$ cat src/rtl/chancard_ctrl.sv
`timescale 1ns/1ps
module chancard_ctrl #(
  parameter int IN_CH        = 10,
  parameter int BYTE_W       = 8,
  parameter int BOOST_CYCLES = 5_000_000
) (
  input  logic                clk,
  input  logic                rst_n,
  input  logic                host_oclk,
  input  logic                host_odat,
  input  logic                host_iclk,
  input  logic                host_strobe,
  input  logic [IN_CH-1:0]    in_ch,
  output logic                host_idat,
  output logic [2*BYTE_W-1:0] out_ch,
  output logic                drv_en_n,
  output logic                coil_boost
);
  localparam int FRAME_W = 2 * BYTE_W;
  localparam int LEAD_W  = IN_CH - BYTE_W;
  localparam int CNT_W   = $clog2(BOOST_CYCLES + 1);

  logic [2:0] oc_s, ic_s, st_s;
  logic [1:0] od_s;
  logic [BYTE_W-1:0] o_hi, o_lo, i_lead, i_tail;
  logic [CNT_W-1:0] boost_cnt;

  wire oc_rise = oc_s[1] & ~oc_s[2];
  wire ic_rise = ic_s[1] & ~ic_s[2];
  wire st_rise = st_s[1] & ~st_s[2];

  always_ff @(posedge clk or negedge rst_n) begin
    if (!rst_n) begin
      oc_s <= '0;
      ic_s <= '0;
      st_s <= '0;
      od_s <= '0;
    end else begin
      oc_s <= {oc_s[1:0], host_oclk};
      ic_s <= {ic_s[1:0], host_iclk};
      st_s <= {st_s[1:0], host_strobe};
      od_s <= {od_s[0], host_odat};
    end
  end

  always_ff @(posedge clk or negedge rst_n) begin
    if (!rst_n) begin
      o_hi   <= '0;
      o_lo   <= '0;
      out_ch <= '0;
    end else begin
      if (oc_rise) begin
        o_hi <= {o_hi[BYTE_W-2:0], o_lo[BYTE_W-1]};
        o_lo <= {o_lo[BYTE_W-2:0], od_s[1]};
      end
      if (st_rise) out_ch <= {o_hi, o_lo};
    end
  end

  always_ff @(posedge clk or negedge rst_n) begin
    if (!rst_n) begin
      i_lead <= '0;
      i_tail <= '0;
    end else if (st_rise) begin
      i_lead <= BYTE_W'(in_ch[IN_CH-1 -: LEAD_W]);
      i_tail <= in_ch[BYTE_W-1:0];
    end else if (ic_rise) begin
      i_lead <= {i_lead[BYTE_W-2:0], i_tail[BYTE_W-1]};
      i_tail <= {i_tail[BYTE_W-2:0], 1'b0};
    end
  end

  assign host_idat = i_lead[BYTE_W-1];

  always_ff @(posedge clk or negedge rst_n) begin
    if (!rst_n)       drv_en_n <= 1'b1;
    else if (st_rise) drv_en_n <= 1'b0;
  end

  always_ff @(posedge clk or negedge rst_n) begin
    if (!rst_n)              boost_cnt <= '0;
    else if (st_rise)        boost_cnt <= CNT_W'(BOOST_CYCLES);
    else if (boost_cnt != 0) boost_cnt <= boost_cnt - 1'b1;
  end

  assign coil_boost = (boost_cnt != 0);

  if (FRAME_W != 16) begin : g_frame_w_unused
  end
endmodule


$ cat config.mk
export PLATFORM = sky130hd
export DESIGN_NAME = chancard_ctrl
export DESIGN_NICKNAME = d
export VERILOG_FILES = /design/src/rtl/chancard_ctrl.sv
export SDC_FILE = /design/constraint.sdc
export NUM_CORES = 1
export LEC_CHECK = 0
export ABC_AREA = 1
export BUFFER_PORTS_ARGS = -buffer_cell sky130_fd_sc_hd__buf_2
export CORE_UTILIZATION = 55
export DETAILED_ROUTE_END_ITERATION = 8
export PLACE_DENSITY = 0.75
export SLEW_MARGIN = 30
export SYNTH_ARGS = -nofsm -noshare
export SYNTH_HDL_FRONTEND = slang
export SYNTH_SLANG_ARGS = --single-unit
export TNS_END_PERCENT = 100
$ cat constraint.sdc
create_clock -name clk -period 2.4 [get_ports clk]
set_clock_uncertainty 0.15 [all_clocks]
set_input_delay 0.24 -clock clk [delete_from_list [all_inputs] [get_ports clk]]
set_output_delay 0.24 -clock clk [all_outputs]
set_load 0.005 [all_outputs]
### Word-level counts from Yosys, hierarchy flattened

Index checks and enable logic that the tools add are counted.

* bits of input ports: 16
* output and inout bits: 19
* register bits: 83

* mux-type cells: 6
* add/sub/neg operators: 1
* reductions and logical operators: 3
* bitwise gates (word level): 6

Operators with widths (count)
* $mux 23: 2
* $mux 8: 4
* $reduce_bool 23->1: 1
* $sub 23x1->23 const B: 1
* $reduce_bool 2->1: 2
* $and 1x1->1: 3
* $not 1->1: 3

### Logic depth before layout (Yosys ltp)

Gate-level depths: netlist (run 1).

* depth after elaboration: 4
* depth in mapped cells: 9

### Worst setup path before layout (run 1)

OpenSTA, ideal clock, no wires.

* path kind: flip-flop to flip-flop
* start point: reg boost_cnt[0]
* end point: reg boost_cnt[11]
* period minus slack after synthesis: 1.740 ns
* stages on the path, launching flop included: 10
* data required time: 2.103 ns
* arrival time: 1.444 ns
* setup slack: 0.660 ns
* cell sequence: dfrtp_1 inv_1 ha_1 nand2_4 nor2_8 nand3_4 buf_6 buf_8 nand3_2 o211ai_1

* elaborated cells on any way between the ends: 5
* those cells by class: 1 x add/sub; 2 x mux; 2 x reduce/logical

RTL lines
* from (decl): RTL line 26 `logic [CNT_W-1:0] boost_cnt;`
* from (signal assigned): RTL line 82 `else if (st_rise) boost_cnt <= CNT_W'(BOOST_CYCLES);`
* from (signal assigned): RTL line 83 `else if (boost_cnt != 0) boost_cnt <= boost_cnt - 1'b1;`
* $reduce_bool 23->1
* via coil_boost: RTL line 17 `output logic coil_boost`
* $reduce_bool 2->1 (no source line)

The timed path passes the listed nets, and every way through them passes these cells. The select of a mux whose other input is x is not followed.
A chain may end at the register's enable or synchronous reset.

### Final worst setup path (run 1)

* start point: reg boost_cnt[0]
* end point: out coil_boost

* longest elaborated chain between the ends: 1

Ends and longest elaborated chain
* $reduce_bool 23->1: RTL line 86 `assign coil_boost = (boost_cnt != 0);`
* to (decl): RTL line 17

Every way passes these cells.

==> results.cfg, run 1 <==
[yosys]
synth.top_cell.area_share = 0.566
yosysUniqueCellTypes = 34
synth_top_family_by_area = simple AND/OR/NAND/NOR gates
synth_instances = 406
synth_async_sr_flop_share = 1.00
ys_dominant_reg_cell = sky130_fd_sc_hd__dfrtp_1
synth.most_common_cell = sky130_fd_sc_hd__nand2_1
postSynthRegisterBits = 83
synth_top_area_cell = sky130_fd_sc_hd__dfrtp_1
yosys.area_share.adder = 0.00345
synth-simple-area-share = 0.250
mappedNetlistNets = 423
netlist_top_cells_area = sky130_fd_sc_hd__dfrtp_1, sky130_fd_sc_hd__nand2_1, sky130_fd_sc_hd__inv_1
synth.top_cells.by_count = sky130_fd_sc_hd__nand2_1, sky130_fd_sc_hd__dfrtp_1, sky130_fd_sc_hd__inv_1
synth_compound_gate_area_share = 0.0895
mean_area_per_synthesized_cell_um2 = 8.92
yosysSeqAreaShare = 0.574
yosysWarnings = 0
synth_mux_area_frac = 0
synth-xor-area-share = 0.00484
synth_enable_flop_cells = 0
mapped_cell_area_um2 = 3620

[critical_path]
rrSetupSlack_ps = 520
crit_cells = 6
cp.arrival_ps = 1780
critPathBufInv = 2
kind_of_critical_path = flop to primary output
cp.required_ps = 2010
critical_path.max_fanout = 10
worstSetupEndpointType = primary output
startpoint_type = flop
cp_max_delay_cell = sky130_fd_sc_hd__dfrtp_1
depth_of_the_worst_register_to_register_path = 7
critical_path.cell_chain = inv_1, ha_1, nand2_4, nor2_8, nand3_4, buf_2
cpPeakStageDelay_ps = 400
crit_path_leading_delay_family = simple AND/OR/NAND/NOR gates
rr_startpoint = boost_cnt[0]$_DFFE_PN0P_
critical_path.reg2reg.endpoint = boost_cnt[10]$_DFFE_PN0P_

[route]
drt_wl_total_mm = 6.96
avgRoutedWirePerCell_um = 12.9
post-route-drc-count = 0
drtAntennaViolNets = 0
iteration_0_drc_count_of_the_detailed_router = 121
via_count = 2755
route.detailed.vias_per_inst = 5.12
first_pass_iters = 4

[placed_design]
dp_worst_setup_slack_ps = 434
dp_hpwl_mm = 4.67
placement.io_buffers = 34
post-place-cells = 506
routability_congestion = 0.855
dpl_cell_area_um2 = 3850

[grt]
grt_usage = 0.221
antenna_found_initial = 0
grt_pass1_vias = 2741
grt_max_degree = 47
wire_length_of_the_first_global_routing_pass_mm = 12.3
global_route.overflow_total = 0

[floorplan]
initial_utilization = 0.570
num_io_pins = 35
die_y_um = 83.2
fp.coreArea_um2 = 6350
total_die_area_um2 = 6910
rows = 29
die_w_um = 83.2

[timing]
finalCriticalPeriod_ps = 2170
timing.final.max_slew_violations = 0
total_negative_setup_slacks_ps = 0
worst_hold_slack_ps = 204
min_period_over_period = 0.903
setup_slack_ps = 233
rsz_0062_raised_after_global_routing = false
setup_violations = 0
worst-slew-pin-transition_ps = 849
max_clock_freq_mhz = 462
hold_viol = 0
timing.max_slew.rel_slack = 0.433

[min_path]
min_path_cells = 0
hold_start = od_s[0]$_DFF_PN0_
holdPathEnd = od_s[1]$_DFF_PN0_
hp-class = flop to flop

[layout]
final_nets = 473
finalInstanceArea_um2 = 4210
synthToLayoutAreaGrowth_pct = 16.3
finalNonFillerCells = 538
antenna_cells_inserted = 0
layout-drive-gt1-share = 0.165
final_core_utilization = 0.664

[flow_run]
max_cap_violations = 0

[pwr]
power_density_nw_per_um2 = 792
final_total_pwr_mw = 3.34
internal_power_component_mw = 2.32
clkPwrFrac = 0.305
part_of_the_power_in_registers = 0.516
leakagePower_nw = 2.09
combPwrFrac = 0.179
worst_ir_drop_vdd_mv = 0.630
total_switching_power_mw = 1.02
switching_share = 0.305

[clock_tree]
max-clock-path-buffers = 2
tritoncts.num_buffers = 9
post-cts-setup-buffer-count = 0
clockRootBuffer = sky130_fd_sc_hd__clkbuf_8
worstSkewPairLatency_ps = 350
clk_pin_slew_ps = 90
tritoncts = yes
ctsHtreeMaxLevel = 3
cts.sinks = 83

[outcome]
outcome = completed
[placed cells by master (no fill, tap or decap), types with 4 or more instances in the layout]
| cell type | instances |
|---|---|
| sky130_fd_sc_hd__nand4_1 | 8 |
| sky130_fd_sc_hd__dlygate4sd3_1 | 15 |
| sky130_fd_sc_hd__nand3_1 | 19 |
| sky130_fd_sc_hd__dfrtp_1 | 82 |
| sky130_fd_sc_hd__clkbuf_8 | 9 |
| sky130_fd_sc_hd__o211ai_1 | 5 |
| sky130_fd_sc_hd__nor2_1 | 48 |
| sky130_fd_sc_hd__nor3_1 | 4 |
| sky130_fd_sc_hd__buf_2 | 33 |
| sky130_fd_sc_hd__o22ai_1 | 5 |
| sky130_fd_sc_hd__nand3_2 | 5 |
| sky130_fd_sc_hd__nor2_2 | 4 |
| sky130_fd_sc_hd__a21oi_1 | 7 |
| sky130_fd_sc_hd__inv_1 | 54 |
| sky130_fd_sc_hd__o21ai_0 | 35 |
| sky130_fd_sc_hd__nand2_1 | 95 |
[worst register-to-register path: cells and delay by family, from the launching register on]
| kind | cells | cell delay, ps |
|---|---|---|
| simple gates | 4 | 610 |
| flops | 1 | 400 |
| fa+ha+maj | 1 | 280 |
| compound gates | 1 | 220 |
| buf+inv | 1 | 110 |
[flip-flops by register name, indices dropped and copies added (netlist names)]
register,count
boost_cnt,23
drv_en_n,1
i_lead,8
i_tail,8
ic_s,3
o_hi,8
o_lo,8
oc_s,3
od_s,2
out_ch,16
st_s,3
[area by class of cell]
cell class	instances	area, um2
Sequential cell	83	2080
Timing Repair Buffer	52	358
Tap cell	77	96.3
Multi-Input combinational cell	255	1270
Inverter	55	206
Clock inverter	7	80.1
Clock buffer	9	124
Fill cell	480	2140
[worst max-delay path by stage]
stage,startpoint,endpoint
2_1_floorplan,boost_cnt[0]$_DFFE_PN0P_,boost_cnt[11]$_DFFE_PN0P_
3_3_place_gp,boost_cnt[0]$_DFFE_PN0P_,boost_cnt[0]$_DFFE_PN0P_
3_5_place_dp,boost_cnt[0]$_DFFE_PN0P_,boost_cnt[0]$_DFFE_PN0P_
4_1_cts,boost_cnt[0]$_DFFE_PN0P_,coil_boost
5_1_grt,boost_cnt[0]$_DFFE_PN0P_,coil_boost
6_report,boost_cnt[0]$_DFFE_PN0P_,coil_boost
[what timing repair did]
action / in CTS / in global routing
endpoints found under the setup margin: 0 / 1
hold buffers: 15 / 0
endpoints found under the hold margin: 58 / 0
resized for setup: 0 / 0
[power by group through the flow]
stage,registers [mW],logic (mW),clock network [mW]
floorplan,1.73,0.393,0
global placement,1.74,0.561,0
detailed placement,1.75,0.581,0
CTS,1.72,0.603,1.05
global route,1.75,0.690,1.11
finish,1.72,0.597,1.02
[logic make-up after synthesis]
group                    Yosys count
flip-flops                        83
adder cells (fa/ha/maj)            1
AO/OA/AOI/OAI                     57
XOR/XNOR                           2
buffers and inverters             69
AND/OR/NAND/NOR                  194
[layer usage]
layer | GRT usage | up-vias | share of wire
met1 | 0.288 | 1293 | 0.46
met3 | 0.0636 | 6 | 0.048
met4 | 0.0517 | 0 | 0.0099
met5 | 0 | - | 0
li1 | - | 1392 | -
met2 | 0.366 | 64 | 0.49
Power figures use the tool's default switching activity.
==> inputs of run 2 (changes only) <==
- BUFFER_PORTS_ARGS: -buffer_cell sky130_fd_sc_hd__buf_2 -> -buffer_cell sky130_fd_sc_hd__buf_4
- clock period: 2.4 -> 2.2 ns (I/O delays scaled with it)
==> run 2 against run 1 <==
Final cell count grew 0.74%. First-iteration DRC count rose by 31%. Clock power is 22% higher. Die area unchanged. Register-to-register slack lost 190 ps. Critical path depth stayed put. Sequential share of layout area down 1.6 points. Critical endpoint unchanged. Largest power group unchanged.
==> results.cfg, run 2 (same netlist as run 1, synthesis figures left out) <==
[timing]
timing.max_slew.rel_slack = 0.690
hold_viol = 0
worst-slew-pin-transition_ps = 462
rsz_0062_raised_after_global_routing = false
max_clock_freq_mhz = 496
timing.final.max_slew_violations = 0
total_negative_setup_slacks_ps = 0
min_period_over_period = 0.917
finalCriticalPeriod_ps = 2020
setup_slack_ps = 183
setup_violations = 0

[clock_tree]
ctsHtreeMaxLevel = 3
clk_pin_slew_ps = 90
tritoncts.num_buffers = 9
tritoncts = yes
cts.sinks = 83
worstSkewPairLatency_ps = 350
clockRootBuffer = sky130_fd_sc_hd__clkbuf_8
max-clock-path-buffers = 2

[critical_path]
kind_of_critical_path = flop to primary output
critical_path.reg2reg.endpoint = boost_cnt[0]$_DFFE_PN0P_
cp.arrival_ps = 1650
startpoint_type = flop
worstSetupEndpointType = primary output
depth_of_the_worst_register_to_register_path = 9
rr_startpoint = boost_cnt[0]$_DFFE_PN0P_
rrSetupSlack_ps = 330
critical_path.max_fanout = 6
crit_path_start = boost_cnt[0]$_DFFE_PN0P_
cp.required_ps = 1830

[route]
detailroute.wirelength.met2_mm = 3.51
drtAntennaViolNets = 0
avgRoutedWirePerCell_um = 13.3
detail_route.wirelength.met1_mm = 3.29
route.detailed.vias_per_inst = 5.19
met3RoutedLength_um = 310
first_pass_iters = 4
drt_wl_total_mm = 7.19
iteration_0_drc_count_of_the_detailed_router = 159
post-route-drc-count = 0
highest_signal_layer_in_the_routed_design = met4
via_count = 2813

[grt]
grt_usage = 0.232
global_route.overflow_total = 0
wire_length_of_the_first_global_routing_pass_mm = 12.8
grt_pass1_vias = 2800
antenna_found_initial = 0
grt_max_degree = 52

[layout]
registers.top_by_ff_count = boost_cnt
reg_top3 = boost_cnt x23, out_ch x16
finalInstanceArea_um2 = 4350
largest_reg_flops = 23
synthToLayoutAreaGrowth_pct = 20.2
final_common_cell = sky130_fd_sc_hd__nand2_1
final_nets = 477
most-common-layout-cells = sky130_fd_sc_hd__nand2_1, sky130_fd_sc_hd__dfrtp_1, sky130_fd_sc_hd__inv_1
antenna_cells_inserted = 0
final_core_utilization = 0.686
layout-drive-gt1-share = 0.174
finalNonFillerCells = 542

[placed_design]
routability_congestion = 0.874
dpl_cell_area_um2 = 3940
dp_hpwl_mm = 4.79
placement.io_buffers = 34
dp_worst_setup_slack_ps = 228
post-place-cells = 507

[flow_run]
max_cap_violations = 0

[pwr]
switching_share = 0.298
total_switching_power_mw = 1.14
internal_power_component_mw = 2.69
part_of_the_power_in_registers = 0.492
leakagePower_nw = 2.14
combPwrFrac = 0.183
worst_ir_drop_vdd_mv = 0.716
power_density_nw_per_um2 = 879
clkPwrFrac = 0.325

[floorplan]
initial_utilization = 0.570
fp.coreArea_um2 = 6350
num_io_pins = 35
rows = 29
die_w_um = 83.2
die_y_um = 83.2
total_die_area_um2 = 6910

[min_path]
hp-class = input port to asynchronous set/reset pin

[outcome]
outcome = completed
run 2: cell count changes in the layout (fill, tap and decap cells not counted):
cell	before	now
sky130_fd_sc_hd__buf_2	33	0
sky130_fd_sc_hd__buf_4	3	40
sky130_fd_sc_hd__bufinv_16	1	2
sky130_fd_sc_hd__clkinv_2	1	0
sky130_fd_sc_hd__ha_1	1	0
sky130_fd_sc_hd__ha_2	0	1
run 2: timing repair:
item	CTS	global route
hold buffers	15	0
gates cloned	1	0
setup endpoints to repair	1	1
pin swaps	1	0
hold endpoints to repair	46	0
resized for setup	0	1
setup buffers	0	3
run 2: power by group through the flow:
stage / registers (mW) / logic [mW] / clock network [mW]
global placement: 1.90 / 0.647 / 0
finish: 1.88 / 0.700 / 1.24
floorplan: 1.88 / 0.429 / 0
global route: 1.91 / 0.810 / 1.34
CTS: 1.88 / 0.699 / 1.28
detailed placement: 1.91 / 0.675 / 0
run 2: how the worst max path moves through the flow:
stage,end,slack [ps]
floorplan,boost_cnt[11]$_DFFE_PN0P_,460
global placement,boost_cnt[0]$_DFFE_PN0P_,300
detailed placement,boost_cnt[0]$_DFFE_PN0P_,230
CTS,coil_boost,30
global route,coil_boost,80
finish,coil_boost,180
run 2: per-layer routing:
metal / global-route usage / vias up
met3: 0.0567 / 9
met2: 0.379 / 77
met1: 0.312 / 1332
met5: 0 / -
li1: - / 1395
met4: 0.0627 / 0
run 2: layout make-up:
type | count | area (um2)
Clock buffer | 9 | 124
Clock inverter | 7 | 105
Fill cell | 507 | 2000
Inverter | 55 | 206
Multi-Input combinational cell | 255 | 1270
Sequential cell | 83 | 2080
Tap cell | 77 | 96.3
Timing Repair Buffer | 56 | 470
run 2: stage by stage:
step	hold slack, ps	power [mW]
CTS	207	3.86
global placement	42.0	2.55
floorplan	-226	2.31
finish	200	3.83
global route	211	4.06
detailed placement	46.3	2.59
run 2: critical path, cell delays in order (launching register included):
cell and delay [ps]:
sky130_fd_sc_hd__dfrtp_1 400, sky130_fd_sc_hd__inv_1 110, sky130_fd_sc_hd__ha_2 250, sky130_fd_sc_hd__nand2_4 90, sky130_fd_sc_hd__nor2_8 170, sky130_fd_sc_hd__nand3_4 110
sky130_fd_sc_hd__buf_4 160
==> inputs of run 3 (changes only) <==
- CTS_BUF_LIST: not set -> sky130_fd_sc_hd__clkbuf_16
- CTS_CLUSTER_DIAMETER: not set -> 30
==> run 3 against run 2 <==
Clock-buffer cell count did not move. Power increased by 11%. Combinational power is essentially flat. Via count up 0.21%. Non-clock buffer count fell by 3. Worst hold slack got worse by 2.6 ps. Critical path type unchanged. Critical endpoint unchanged. Highest routed layer unchanged.
==> results.cfg, run 3 (same netlist as run 1, synthesis figures left out) <==
[outcome]
outcome = completed

[pwr]
part_of_the_power_in_registers = 0.446
worst_ir_drop_vdd_mv = 0.569
power_density_nw_per_um2 = 956
leakagePower_nw = 2.17
switching_share = 0.282
combPwrFrac = 0.165
total_switching_power_mw = 1.19
clkPwrFrac = 0.390
internal_power_component_mw = 3.04
final_total_pwr_mw = 4.24

[floorplan]
rows = 29
num_io_pins = 35
initial_utilization = 0.570
die_y_um = 83.2
total_die_area_um2 = 6910
fp.coreArea_um2 = 6350
die_w_um = 83.2

[clock_tree]
cts.sinks = 83
tritoncts = yes
worstSkewPairLatency_ps = 330
max-clock-path-buffers = 2
clockRootBuffer = sky130_fd_sc_hd__clkbuf_16
tritoncts.num_buffers = 9
ctsHtreeMaxLevel = 3
clk_pin_slew_ps = 70

[grt]
antenna_found_initial = 0
grt_pass1_vias = 2841
grt_max_degree = 52
grt_use_met1 = 0.310
grt_usage = 0.234
global_route.overflow_total = 0
wire_length_of_the_first_global_routing_pass_mm = 12.9
globalRoute.busiestLayer = met2
grt.met2_usage = 0.384
globalRouteMet3Util = 0.0537

[critical_path]
rrSetupSlack_ps = 290
startpoint_type = flop
cp_max_delay_cell = sky130_fd_sc_hd__dfrtp_1
cp.required_ps = 1830
crit_path_leading_delay_family = simple AND/OR/NAND/NOR gates
rr_startpoint = boost_cnt[0]$_DFFE_PN0P_
worstSetupEndpointType = primary output
critical_path.reg2reg.endpoint = boost_cnt[0]$_DFFE_PN0P_
cpPeakStageDelay_ps = 400
critical_path.max_fanout = 10
kind_of_critical_path = flop to primary output
critical_path.cell_chain = inv_1, ha_2, nand2_4, nor2_8, nand3_4, buf_4
cp.arrival_ps = 1740
critPathBufInv = 2
depth_of_the_worst_register_to_register_path = 8

[timing]
finalCriticalPeriod_ps = 2110
timing.final.max_slew_violations = 0
total_negative_setup_slacks_ps = 0
setup_violations = 0
worst-slew-pin-transition_ps = 467
setup_slack_ps = 87.1
min_period_over_period = 0.960
timing.max_slew.rel_slack = 0.687
hold_viol = 0
rsz_0062_raised_after_global_routing = false
max_clock_freq_mhz = 473

[placed_design]
post-place-cells = 507
dp_worst_setup_slack_ps = 228
dp_hpwl_mm = 4.79
dpl_cell_area_um2 = 3940
placement.io_buffers = 34
routability_congestion = 0.874

[layout]
synthToLayoutAreaGrowth_pct = 22.4
final_common_cell = sky130_fd_sc_hd__nand2_1
fill_cells = 493
most-common-layout-cells = sky130_fd_sc_hd__nand2_1, sky130_fd_sc_hd__dfrtp_1, sky130_fd_sc_hd__inv_1
antenna_cells_inserted = 0
largest_reg_flops = 23
finalInstanceArea_um2 = 4430
layout-drive-gt1-share = 0.169
final_nets = 474
reg_top3 = boost_cnt x23, out_ch x16
registers.top_by_ff_count = boost_cnt
finalNonFillerCells = 539

[route]
first_pass_iters = 5
route.detailed.vias_per_inst = 5.23
via_count = 2819
avgRoutedWirePerCell_um = 13.5
iteration_0_drc_count_of_the_detailed_router = 141
drtAntennaViolNets = 0
post-route-drc-count = 0
drt_wl_total_mm = 7.29

[min_path]
hold_start = oc_s[0]$_DFF_PN0_
min_path_cells = 0
hp-class = flop to flop
holdPathEnd = oc_s[1]$_DFF_PN0_

[flow_run]
max_cap_violations = 0
run 3: cell count changes in the layout (fill, tap and decap cells not counted), sizes merged:
cell and delta:
buf -3
run 3: worst max path at each step:
stage,end,from,cells past startpoint
final,coil_boost,boost_cnt[0]$_DFFE_PN0P_,6
after global routing,coil_boost,boost_cnt[0]$_DFFE_PN0P_,6
after CTS,coil_boost,boost_cnt[0]$_DFFE_PN0P_,6
after detailed placement,boost_cnt[0]$_DFFE_PN0P_,boost_cnt[0]$_DFFE_PN0P_,8
after global placement,boost_cnt[0]$_DFFE_PN0P_,boost_cnt[0]$_DFFE_PN0P_,8
after floorplan,boost_cnt[11]$_DFFE_PN0P_,boost_cnt[0]$_DFFE_PN0P_,9
run 3: cell type report:
type,count,area [um2],share of cell area
Multi-Input combinational cell,255,1270,0.287
Inverter,55,206,0.0466
Sequential cell,83,2080,0.469
Timing Repair Buffer,53,448,0.101
Tap cell,77,96.3,0.0217
Clock buffer,9,225,0.0508
Clock inverter,7,105,0.0237
run 3: timing repair:
item	CTS	global route
hold buffers	15	0
setup buffers	0	0
setup endpoints to repair	1	1
pin swaps	1	0
resized for setup	0	1
cloned	1	0
endpoints found under the hold margin	45	0
run 3: through the flow:
step / hold slack, ps / utilization
detailed placement: 46.3 / 0.620
finish: 197 / 0.698
CTS: 200 / 0.698
global route: 203 / 0.698
global placement: 42.0 / 0.620
floorplan: -226 / -
run 3: power groups by stage:
stage                     clock network (mW)  logic [mW]  registers, mW
final                                   1.65       0.698           1.89
after global routing                    1.75       0.809           1.91
after CTS                               1.68       0.702           1.89
after detailed placement                   0       0.675           1.91
after global placement                     0       0.647           1.90
after floorplan                            0       0.429           1.88
run 3: metal layers:
layer	wire length, um	up-vias
met3	412	16
met2	3520	80
li1	-	1394
met1	3240	1329
met4	131	0
met5	0	-
